===== src/rtl/ovl_pkg.sv =====
package ovl_pkg;

    localparam int CH_W    = 5;
    localparam int NIB_W   = 4;
    localparam int PX_W    = 3 * CH_W;
    localparam int OVL_W   = 16;
    localparam int W_MAX   = (1 << NIB_W) - 1;

    typedef struct packed {
        logic [CH_W-1:0] r;
        logic [CH_W-1:0] g;
        logic [CH_W-1:0] b;
    } rgb_t;

    typedef enum logic [1:0] {
        FMT_W4   = 2'b00,
        FMT_W1   = 2'b01,
        FMT_KEY  = 2'b10,
        FMT_NONE = 2'b11
    } ovl_fmt_e;

    typedef enum logic [1:0] {
        PICK_MAIN = 2'd0,
        PICK_OVL  = 2'd1,
        PICK_MIX  = 2'd2
    } pick_e;

    typedef struct packed {
        pick_e            pick;
        logic [NIB_W-1:0] weight;
        rgb_t             px;
    } ovl_dec_t;

    function automatic logic [CH_W-1:0] widen_nib(input logic [NIB_W-1:0] c);
        return {c, c[NIB_W-1]};
    endfunction

    function automatic logic [CH_W-1:0] mix_chan(input logic [CH_W-1:0] m,
                                                 input logic [CH_W-1:0] o,
                                                 input logic [NIB_W-1:0] w);
        int acc;
        acc = int'(m) * (W_MAX - int'(w)) + int'(o) * int'(w) + (W_MAX / 2);
        return CH_W'(acc / W_MAX);
    endfunction

endpackage


===== src/rtl/ovl_decode.sv =====
module ovl_decode
    import ovl_pkg::*;
(
    input  logic [OVL_W-1:0] ovl_px,
    input  logic [1:0]       fmt,
    input  logic [PX_W-1:0]  key_color,
    output ovl_dec_t         dec
);
    always_comb begin
        dec = '0;
        dec.pick = PICK_MAIN;
        case (ovl_fmt_e'(fmt))
            FMT_W4: begin
                dec.px.r   = widen_nib(ovl_px[15:12]);
                dec.px.g   = widen_nib(ovl_px[11:8]);
                dec.px.b   = widen_nib(ovl_px[7:4]);
                dec.weight = ovl_px[3:0];
                dec.pick   = PICK_MIX;
            end
            FMT_W1: begin
                dec.px   = rgb_t'(ovl_px[15:1]);
                dec.pick = ovl_px[0] ? PICK_OVL : PICK_MAIN;
            end
            FMT_KEY: begin
                dec.px   = rgb_t'(ovl_px[PX_W-1:0]);
                dec.pick = (ovl_px[PX_W-1:0] == key_color) ? PICK_MAIN : PICK_OVL;
            end
            default: dec.pick = PICK_MAIN;
        endcase
    end
endmodule


===== src/rtl/ovl_window.sv =====
module ovl_window #(
    parameter int LINE_W = 11
) (
    input  logic [LINE_W-1:0] line_num,
    input  logic [LINE_W-1:0] line_first,
    input  logic [LINE_W-1:0] line_last,
    output logic              in_band
);
    logic above_first;
    logic below_last;

    always_comb begin
        above_first = (line_num >= line_first);
        below_last  = (line_num <= line_last);
        in_band     = above_first && below_last;
    end
endmodule


===== src/rtl/ovl_blend.sv =====
module ovl_blend
    import ovl_pkg::*;
(
    input  rgb_t     main_px,
    input  ovl_dec_t dec,
    output rgb_t     px
);
    localparam int N_CH = 3;

    logic [N_CH-1:0][CH_W-1:0] m_ch;
    logic [N_CH-1:0][CH_W-1:0] o_ch;
    logic [N_CH-1:0][CH_W-1:0] x_ch;

    assign m_ch = main_px;
    assign o_ch = dec.px;

    for (genvar i = 0; i < N_CH; i++) begin : g_chan
        assign x_ch[i] = mix_chan(m_ch[i], o_ch[i], dec.weight);
    end

    always_comb begin
        case (dec.pick)
            PICK_OVL: px = dec.px;
            PICK_MIX: px = rgb_t'(x_ch);
            default:  px = main_px;
        endcase
    end
endmodule


===== src/rtl/ovl_mixer.sv =====
module ovl_mixer
    import ovl_pkg::*;
#(
    parameter int LINE_W = 11
) (
    input  logic              clk,
    input  logic              rst,
    input  logic              in_valid,
    input  logic [14:0]       main_px,
    input  logic [15:0]       ovl_px,
    input  logic [LINE_W-1:0] line_num,
    input  logic              ovl_en,
    input  logic [1:0]        ovl_fmt,
    input  logic [LINE_W-1:0] line_first,
    input  logic [LINE_W-1:0] line_last,
    input  logic [14:0]       key_color,
    output logic              out_valid,
    output logic [14:0]       out_px
);
    ovl_dec_t dec_raw;
    ovl_dec_t dec_gated;
    logic     in_band;

    logic     s1_valid;
    rgb_t     s1_main;
    ovl_dec_t s1_dec;

    rgb_t     mixed;
    logic     s2_valid;
    rgb_t     s2_px;

    ovl_decode u_decode (
        .ovl_px    (ovl_px),
        .fmt       (ovl_fmt),
        .key_color (key_color),
        .dec       (dec_raw)
    );

    ovl_window #(.LINE_W(LINE_W)) u_window (
        .line_num   (line_num),
        .line_first (line_first),
        .line_last  (line_last),
        .in_band    (in_band)
    );

    always_comb begin
        dec_gated = dec_raw;
        if (!(ovl_en && in_band)) begin
            dec_gated.pick = PICK_MAIN;
        end
    end

    always_ff @(posedge clk) begin
        if (rst) begin
            s1_valid <= 1'b0;
            s1_main  <= '0;
            s1_dec   <= '0;
        end else begin
            s1_valid <= in_valid;
            s1_main  <= rgb_t'(main_px);
            s1_dec   <= dec_gated;
        end
    end

    ovl_blend u_blend (
        .main_px (s1_main),
        .dec     (s1_dec),
        .px      (mixed)
    );

    always_ff @(posedge clk) begin
        if (rst) begin
            s2_valid <= 1'b0;
            s2_px    <= '0;
        end else begin
            s2_valid <= s1_valid;
            s2_px    <= mixed;
        end
    end

    assign out_valid = s2_valid;
    assign out_px    = s2_px;
endmodule


===== config.mk =====
export PLATFORM = sky130hd
export DESIGN_NAME = ovl_mixer
export DESIGN_NICKNAME = d
export VERILOG_FILES = /design/src/rtl/ovl_pkg.sv /design/src/rtl/ovl_decode.sv /design/src/rtl/ovl_window.sv /design/src/rtl/ovl_blend.sv /design/src/rtl/ovl_mixer.sv
export SDC_FILE = /design/constraint.sdc
export NUM_CORES = 1
export LEC_CHECK = 0
export BUFFER_PORTS_ARGS = -buffer_cell sky130_fd_sc_hd__buf_2
export CORE_MARGIN = 2
export CORE_UTILIZATION = 25
export CTS_BUF_LIST = sky130_fd_sc_hd__clkbuf_8
export DETAILED_ROUTE_END_ITERATION = 10
export PLACE_DENSITY = 0.4
export RECOVER_POWER = 25
export SETUP_SLACK_MARGIN = 0.1
export SLEW_MARGIN = 20
export SYNTH_ARGS = -nofsm -noshare
export SYNTH_HDL_FRONTEND = slang
export SYNTH_SLANG_ARGS = --single-unit

===== constraint.sdc =====
create_clock -name clk -period 17.4 [get_ports clk]
set_input_delay 2.61 -clock clk [delete_from_list [all_inputs] [get_ports clk]]
set_output_delay 2.61 -clock clk [all_outputs]
set_load 0.02 [all_outputs]

==> results of run 1 <==
[cell families (layout without fill, tap and decap cells)]
family / count (synthesis) / after routing
simple gates: 447 / 447
xor+xnor: 81 / 81
fa+ha+maj: 220 / 220
compound gates: 402 / 402
mux: 18 / 18
flops: 53 / 53
buf+inv: 205 / 272
[power by group through the flow]
stage	Sequential, mW	Clock, mW	Combinational, mW
after floorplan	0.137	0	0.889
after global placement	0.139	0	1.11
after detailed placement	0.139	0	1.10
after CTS	0.136	0.106	1.10
after global routing	0.137	0.107	1.24
final	0.136	0.0995	1.10
[synthesized netlist by cell type, types with 22 or more instances]
master | instances | area [um2]
nand2b_1 | 33 | 206
a211oi_1 | 22 | 165
nor2b_1 | 80 | 500
a21o_1 | 33 | 248
fa_1 | 39 | 781
dfxtp_1 | 53 | 1060
o21ai_0 | 58 | 290
and2_1 | 54 | 338
nor2_1 | 73 | 274
xnor2_1 | 58 | 508
inv_1 | 156 | 586
nand2_1 | 68 | 255
clkbuf_1 | 31 | 116
ha_1 | 180 | 2250
xor2_1 | 23 | 201
nor3_1 | 24 | 120
a21oi_1 | 84 | 420
[how the worst max path moves through the flow]
stage,startpoint,slack [ns],cells past startpoint,end
2_1_floorplan,s1_dec[17],8.84,38,out_px[0]
3_3_place_gp,s1_dec[17],7.89,36,out_px[11]
3_5_place_dp,s1_dec[17],7.91,36,out_px[11]
4_1_cts,s1_dec[17],7.80,36,out_px[11]
5_1_grt,s1_dec[18],7.01,36,out_px[11]
6_report,s1_dec[17],7.70,36,out_px[11]
[final cells by class]
class                           instances  share of cell area (%)
Timing Repair Buffer                  106                    4.35
Tap cell                              600                    5.99
Sequential cell                        53                    8.47
Clock inverter                          2                   0.300
Inverter                              158                    4.73
Clock buffer                            6                   0.659
Multi-Input combinational cell       1168                    75.5
[metrics by stage]
stage	setup slack (ns)	instance area [um2]	power, mW
after floorplan	8.84	11300	1.03
after global placement	7.89	12400	1.25
after detailed placement	7.91	12400	1.24
after CTS	7.80	12500	1.35
after global routing	7.01	12500	1.48
final	7.70	12500	1.34
[critical path, delay by kind of cell (launching register included)]
family / cells / cell delay [ns]
buffers and inverters: 4 / 0.49
and+or+nand+nor: 9 / 2.19
muxes: 1 / 0.45
xor gates and xnor gates: 1 / 0.15
AOI/OAI and AO/OA: 13 / 2.94
adders and majority gates: 8 / 2.91
DFF: 1 / 0.33
[state kept, by name, summed over array words and instances (netlist names)]
register / flops
out_valid: 1
s1_dec: 21
s1_valid: 1
out_px: 15
s1_main: 15
[metal layers]
metal  vias to the layer above  routed length, um
met5                         -                  0
met4                         0                169
met3                        15                862
met2                       147              15000
met1                      4791              15900
li1                       5262                  -
==> results.md, run 1 <==
- Antenna viol nets, final: 0
- Pwr dens: ~110 mW/mm2
- Slowest cell on the critical path: o31ai_1
- CP arrival: a little under 10 ns
- Slew Limit Fails: between 40 and 50
- Seq cells post-synth: 53
- Root Driver: clkbuf_8
- Fin nets: roughly 1800
- Worst reg2reg startpoint: s1_dec[17]
- Endpoints failing setup: 0
- Max rail drop VDD: approximately 56 uV
- Internal power: 0.611 mW
- Non-Filler Instances: 2093
- Clock power share: between 7 and 8%
- Post-synthesis simple-gate area fraction: 22.2%
- WHS Path Cells: 1
- Largest net degree at the start of global routing: between 40 and 50
- Share of cells above drive strength 1: between 10% and 20%
- Met3 GRT Util: 1.09%
- Total number of yosys warnings: 0
- Cell row count: 78
- Die area: about 0.047 mm2
- Overflow after GRT: 0
- First-pass GRT wire length: around 52000 um
- Clock Pin Slew Worst Setup and Hold Paths: between 0.1 and 0.15 ns
- R2R Path End: out_px[11]
- Routability cong.: between 0.8 and 0.9
- Vias per cell: ~5
- Initial antenna violation count: 0
- R2r worst-path depth: 36
- CP most frequent cell: ha_1
- Min-delay src: s1_valid
- Commonest non-fill, non-tap cell in the layout: ha_1
- Main combinational cell family by area after synthesis: adder cells
- Port bufs: 100
- CP Capture Type: flop
- Violated checks: capacitance limit, slew limit
- Met1 usage: roughly a fifth
- Worst reg2reg setup slack: between 7 and 8 ns
- Clock Latency Late Sink: 0.35 ns
- Req. time, crit path: 17.53 ns
- Critical path type: flop to flop
- Hold Buf Count CTS: 0
- Most frequent cells in the layout: 180 x ha_1, 156 x inv_1, 99 x buf_2
- Hold EP: out_valid
- Remaining DRCs: 0
- Xor/xnor share of the synthesized area: about 6.3%
- Startpoint Class: flop
- Final worst path period share: a little under three fifths
- Register share of total power: between 10% and 20%
- Fmax: about 100 MHz
- Switching fraction of total power: around 54%
- Final WL: around 32000 um
- Worst hold path type: flop to flop
- Vias: between 10000 and 15000
- CTS Buf Count: 5
- Ant. Diodes: 0
- Mean Syn Cell Area: slightly below 8 um2
- Syn-to-layout area delta: 10.6%
- H-tree depth: 2
- Mapped Cells: 1426
- RSZ-0062 raised after global routing: no
- Core area: ~0.045 mm2
- FF/Latch Area: 0.00106 mm2
- Hold slack: around 0.45 ns
- Post-synthesis adder-cell area fraction: 26.9%
- Area taken by multi-input logic gates: 0.00946 mm2
- Clk_skew: approximately 0.012 ns
- Post-layout util: between 20 and 30%
- Sum Neg Setup Slack: 0 ns
- Relative slew slack: -58.5%
- Dpl cells: 2085
- Slew @ Worst Pin: approximately 2.4 ns
- Fillers: about 5000
- Status: finished, violations left
- Hold Fails Final Rpt: 0
- First-pass DRT Iterations: 5
- Seq/Total Area, Yosys: a little under a tenth
- Setup Fix Bufs, Post-CTS: 0
- CTS Buffer Depth: 2
- CTS Sinks: 53
- Max Cap Violations: 1
- Most used routing layer in global routing: met2
- Sw power: 0.728 mW
- Vias in the first global route: just over 10000
- P_leak: about 6 nW
- Synth Flop Type: dfxtp_1
- Initial DRC Count: between 500 and 600
- Initial Utilization: about a quarter
- CTS resizes: 0
- Mux share of post-synthesis cell area: around 1.8%
- Ports: about 100
- Die W: roughly 220 um
- Synth async-reset ratio: 0%
- Compound-gate portion of the synthesized area: approximately a quarter
- Post-Synthesis Net Count: 1730
- Gr usage total: between 10% and 20%
- Wire per inst: 15.3 um
- Worst Path Max Fanout: 30
- Number of synthesized flops with an enable pin: 0
- CTS tree: done
- Largest stage delay on the critical path: about 0.57 ns
- Yosys cell types: 111
- Combinational fraction of design power: just over 80%
- Post-DP HPWL: approximately 26000 um
- Met2 usage: a little under a quarter
- Tmin final: between 9 and 10 ns
- Vert. Die Dim: roughly 220 um
- Mapped Area: around 0.011 mm2
Power figures use the tool's default switching activity.
==> inputs of run 2 (changes only) <==
PLACE_DENSITY = 0.41   (was 0.4)
clock period = 8.55 ns   (was 17.4 ns; I/O delays follow)
==> run 2 against run 1 <==
Against the previous run:
- the run now ends clean
- first-iteration DRC count grew 32%
- total power grew 130%
- maximum frequency grew 20%
- routed wire length grew 3.8%
- core utilization grew 3.0 points
- die area is the same
- setup slack lost 7.2 ns
- clock power grew 84%
- sequential cell count is the same
- clock skew shrank 0.00068 ns
- clock-buffer cell count shrank 1
- critical endpoint is now out_px[0]
- largest cell class unchanged
- largest power group unchanged
==> results.md, run 2 (synthesis gave the netlist of run 1 again) <==
- Placement-stage cell area: roughly 0.013 mm2
- R2r worst-path depth: 38
- Largest stage delay on the critical path: between 0.5 and 0.6 ns
- Status: finished clean
- Dpl ws: -0.115 ns
- Remaining DRCs: 0
- Dpl cells: 2172
- Relative slew slack: a little under two fifths
- Pwr dens: 225 mW/mm2
- Cell area after layout: ~0.014 mm2
- Initial DRC Count: just under 700
- H-tree depth: 2
- Initial Utilization: 25.1%
- Post-layout util: between 30% and 40%
- Vias per cell: between 4 and 5
- Post-DP HPWL: between 20000 and 30000 um
- Cell row count: between 70 and 80
- Initial antenna violation count: 1
- Endpoints failing setup: 0
- WHS Path Cells: 1
- Slew Limit Fails: 0
- Overflow after GRT: 0
- Worst hold path type: flop to flop
- Hold Fails Final Rpt: 0
- Clock Latency Late Sink: between 0.3 and 0.4 ns
- Share of cells above drive strength 1: between 20% and 30%
- Max rail drop VDD: between 100 and 150 uV
- CTS tree: done
- Number of flip-flops in the largest register: 21
- Die W: roughly 220 um
- First-pass GRT wire length: between 50000 and 60000 um
- Final WL: around 33000 um
- Vias in the first global route: about 11000
- Vert. Die Dim: 217 um
- Core area: ~0.045 mm2
- R2R Path End: out_px[0]
- CTS Buffer Depth: 2
- Fin nets: ~1900
- Wire per inst: ~15 um
- Antenna viol nets, final: 0
- Port bufs: 100
- CP arrival: roughly 8.3 ns
- Req. time, crit path: around 8.8 ns
- Ports: between 100 and 150
- Worst reg2reg setup slack: around 0.47 ns
- Min-delay src: s1_valid
- Critical path type: flop to flop
- RSZ-0062 raised after global routing: yes
- Setup crit start: s1_dec[18]
- Hold Buf Count CTS: 0
- Tmin final: approximately 8.1 ns
- Largest net degree at the start of global routing: 44
- Final worst path period share: between 90% and 100%
- CP Capture Type: flop
- Vias: roughly 11000
- Slowest cell on the critical path: fa_1
- Startpoint Class: flop
- P_leak: approximately 6.6 nW
- Routability cong.: approximately 0.85
- Slew @ Worst Pin: 0.929 ns
- Ant. Diodes: 0
- Die area: between 0.04 and 0.05 mm2
- Max Cap Violations: 0
- Fillers: 4876
- Hold EP: out_valid
- First-pass DRT Iterations: 6
- Final WS setup: around 0.47 ns
- Fmax: between 100 and 150 MHz
- Root Driver: clkbuf_8
- Most frequent cells in the layout: 171 x ha_1, 154 x inv_1, 104 x buf_4
- Largest Register: s1_dec
- Commonest non-fill, non-tap cell in the layout: ha_1
- Worst reg2reg startpoint: s1_dec[18]
- Hold slack: 0.543 ns
- Clock Pin Slew Worst Setup and Hold Paths: ~0.11 ns
- Non-Filler Instances: between 2000 and 2500
- CTS Buf Count: 5
- Syn-to-layout area delta: 22.3%
- Worst Path Max Fanout: 6
- CTS Sinks: 53
- Gr usage total: roughly 14%
- Clk_skew: between 0.01 and 0.015 ns
-- run 2: layer usage --
layer | routed length [um] | vias up | share of wire [%] | track usage (%)
met2 | 15700 | 209 | 47 | 23.6
li1 | - | 5472 | - | -
met5 | 0 | - | 0 | 0
met1 | 16200 | 5063 | 49 | 19.2
met3 | 1030 | 21 | 3.1 | 1.26
met4 | 265 | 0 | 0.80 | 1.71
-- run 2: timing repair --
| item | CTS | global route |
|---|---|---|
| setup buffers | 0 | 16 |
| endpoints found under the hold margin | 0 | 0 |
| endpoints found under the setup margin | 5 | 6 |
| resized for setup | 11 | 107 |
| pin swaps | 1 | 67 |
-- run 2: worst max-delay path by stage --
stage	slack, ns	end	cells past startpoint
floorplan	0.08	out_px[0]	39
global placement	-0.14	out_px[5]	37
detailed placement	-0.12	out_px[5]	37
CTS	0.11	out_px[5]	37
global route	0.03	out_px[5]	38
finish	0.47	out_px[0]	38
-- run 2: critical path, delay by kind of cell, from the launching register on --
family	cells	cell delay (ns)
compound gates	12	2.30
fa+ha+maj	7	2.46
xor+xnor	1	0.17
mux	4	0.83
simple gates	10	1.53
flops	1	0.39
buf+inv	4	0.29
-- run 2: stage by stage --
step | TNS (ns) | total power, mW
2_1_floorplan | 0 | 2.09
3_3_place_gp | -0.147 | 2.75
3_5_place_dp | -0.247 | 2.72
4_1_cts | 0 | 2.94
5_1_grt | 0 | 3.44
6_report | 0 | 3.12
-- run 2: layout make-up --
cell class	instances	area, um2	area share [%]
repair buffers	209	1350	9.73
clock buffers	5	68.8	0.496
clock inverters	3	42.5	0.307
well taps	600	751	5.42
inverters	158	597	4.31
flip-flops and latches	53	1080	7.79
multi-input cells	1168	9970	72.0
-- run 2: power breakdown --
part	switching [mW]	leakage (nW)	internal, mW
combinational	1.49	6.08	1.17
sequential	0.0167	0.442	0.260
clock	0.0960	0.0595	0.0870
total	1.61	6.58	1.52
==> inputs of run 3 (changes only) <==
CORE_UTILIZATION = 45   (was 25)
PLACE_DENSITY = 0.65   (was 0.41)
==> run 3 against run 2 <==
Against the previous run:
- global-route usage up 7.8 points
- combinational power about the same
- clock skew up 0.018 ns
- final cell count down 12%
- first-iteration DRC count down 2.5%
- hold slack worse by 0.085 ns
- maximum frequency down 0.32%
==> results.md, run 3 (synthesis gave the netlist of run 1 again) <==
- Cell row count: 58
- Routability cong.: 0.926
- Cell area after layout: about 0.013 mm2
- Largest Register: s1_dec
- Fin nets: ~1900
- Max Cap Violations: 0
- Final WL: 29600 um
- Ports: 101
- Met3 GRT Util: under 10%
- Vert. Die Dim: roughly 160 um
- Syn-to-layout area delta: 18.6%
- H-tree depth: 2
- Clock Latency Late Sink: around 0.36 ns
- Hold Buf Count CTS: 0
- Hold slack: roughly 0.46 ns
- Wire per inst: approximately 15 um
- Vias per cell: between 5 and 6
- Initial antenna violation count: 1
- CTS Buffer Depth: 2
- Critical path type: flop to flop
- Vias in the first global route: 10300
- Share of cells above drive strength 1: around 22%
- Tmin final: between 8 and 9 ns
- RSZ-0062 raised after global routing: yes
- Relative slew slack: about a third
- Core area: ~0.025 mm2
- Delay-heaviest family, CP: compound AO/OA/AOI/OAI gates
- P_leak: between 6 and 7 nW
- Die area: between 0.02 and 0.03 mm2
- Buf+Inv Stages, Crit Path: 4
- R2r worst-path depth: 38
- Initial DRC Count: around 660
- Fmax: 123 MHz
- Slew @ Worst Pin: around 1.0 ns
- Root Driver: clkbuf_8
- CTS Buf Count: 5
- Overflow after GRT: 0
- Initial Utilization: roughly 45%
- Endpoints failing setup: 0
- CP arrival: roughly 8.4 ns
- Gr usage total: 21.6%
- Remaining DRCs: 0
- Sum Neg Setup Slack: 0 ns
- CP Capture Type: flop
- Worst hold path type: flop to flop
- Clock Pin Slew Worst Setup and Hold Paths: 0.14 ns
- Ant. Diodes: 0
- Placement-stage cell area: between 0.01 and 0.015 mm2
- Max rail drop VDD: roughly 270 uV
- Most used routing layer in global routing: met2
- CP Depth: 38
- Slowest cell on the critical path: or4_4
- Largest net degree at the start of global routing: 44
- WHS Path Cells: 1
- Status: finished clean
- Most frequent cells in the layout: 164 x ha_1, 155 x inv_1, 100 x buf_4
- Die W: between 150 and 200 um
- Clk_skew: a little under 0.03 ns
- Req. time, crit path: between 8 and 9 ns
- Commonest non-fill, non-tap cell in the layout: ha_1
- First-pass GRT wire length: a little under 50000 um
- Post-DP HPWL: around 24000 um
- CP most frequent cell: nand2_1
- Pwr dens: about 230 mW/mm2
- Hold Fails Final Rpt: 0
- Startpoint Class: flop
- Largest stage delay on the critical path: 0.55 ns
- Met1 usage: between 20% and 30%
- Met2 usage: 37.3%
- Worst Path Max Fanout: 6
- Number of flip-flops in the largest register: 21
- CTS Sinks: 53
- Vias: 11000
- CTS tree: done
- Final worst path period share: 94.8%
- Antenna viol nets, final: 0
- Port bufs: 100
- Slew Limit Fails: 0
- First-pass DRT Iterations: 5
run 3: cell count changes in the layout (fill, tap and decap cells not counted), moves of 3 or more:
cell     change
ha_2         +6
nor2_1       +4
nor2_2       -4
buf_4        -4
nand2_2      -3
ha_1         -7
buf_6        +3
run 3: final timing paths:
check / from / end / slack, ns
min: s1_valid / out_valid / 0.46
min reg2reg: s1_valid / out_valid / 0.46
max reg2reg: s1_dec[18] / out_px[0] / 0.44
max: s1_dec[18] / out_px[0] / 0.44
run 3: final cells by class:
type	count	area, um2
multi-input cells	1168	9930
clock inverters	3	47.5
flip-flops and latches	53	1080
inverters	158	593
well taps	330	413
fillers	2379	11500
clock buffers	5	68.8
repair buffers	205	1310
run 3: timing repair:
item,CTS,global route
endpoints found under the hold margin,0,0
setup buffers,0,21
gates resized for setup,10,102
endpoints found under the setup margin,6,7
pin swaps,1,68
run 3: per-stage QoR:
stage / std cells / setup slack (ns) / power [mW] / utilization, %
2_1_floorplan: 1426 / 0.0786 / 2.09 / -
3_3_place_gp: 1893 / 0.0559 / 2.64 / 50.7
3_5_place_dp: 1893 / -0.127 / 2.66 / 50.7
4_1_cts: 1901 / 0.116 / 2.90 / 51.3
5_1_grt: 1922 / -0.000599 / 3.39 / 53.8
6_report: 1922 / 0.444 / 3.11 / 53.8
run 3: layer usage:
layer  up-vias  share of wire [%]
met1      5186                 46
met2       280                 48
met4         0                1.4
li1       5459                  -
met5         -                  0
met3        32                4.6
run 3: power by group:
part / leakage, nW / internal (mW) / total [mW] / switching [mW]
Clock: 0.0591 / 0.0900 / 0.202 / 0.112
Combinational: 6.05 / 1.16 / 2.63 / 1.47
Sequential: 0.442 / 0.260 / 0.275 / 0.0145
Total: 6.55 / 1.51 / 3.11 / 1.60
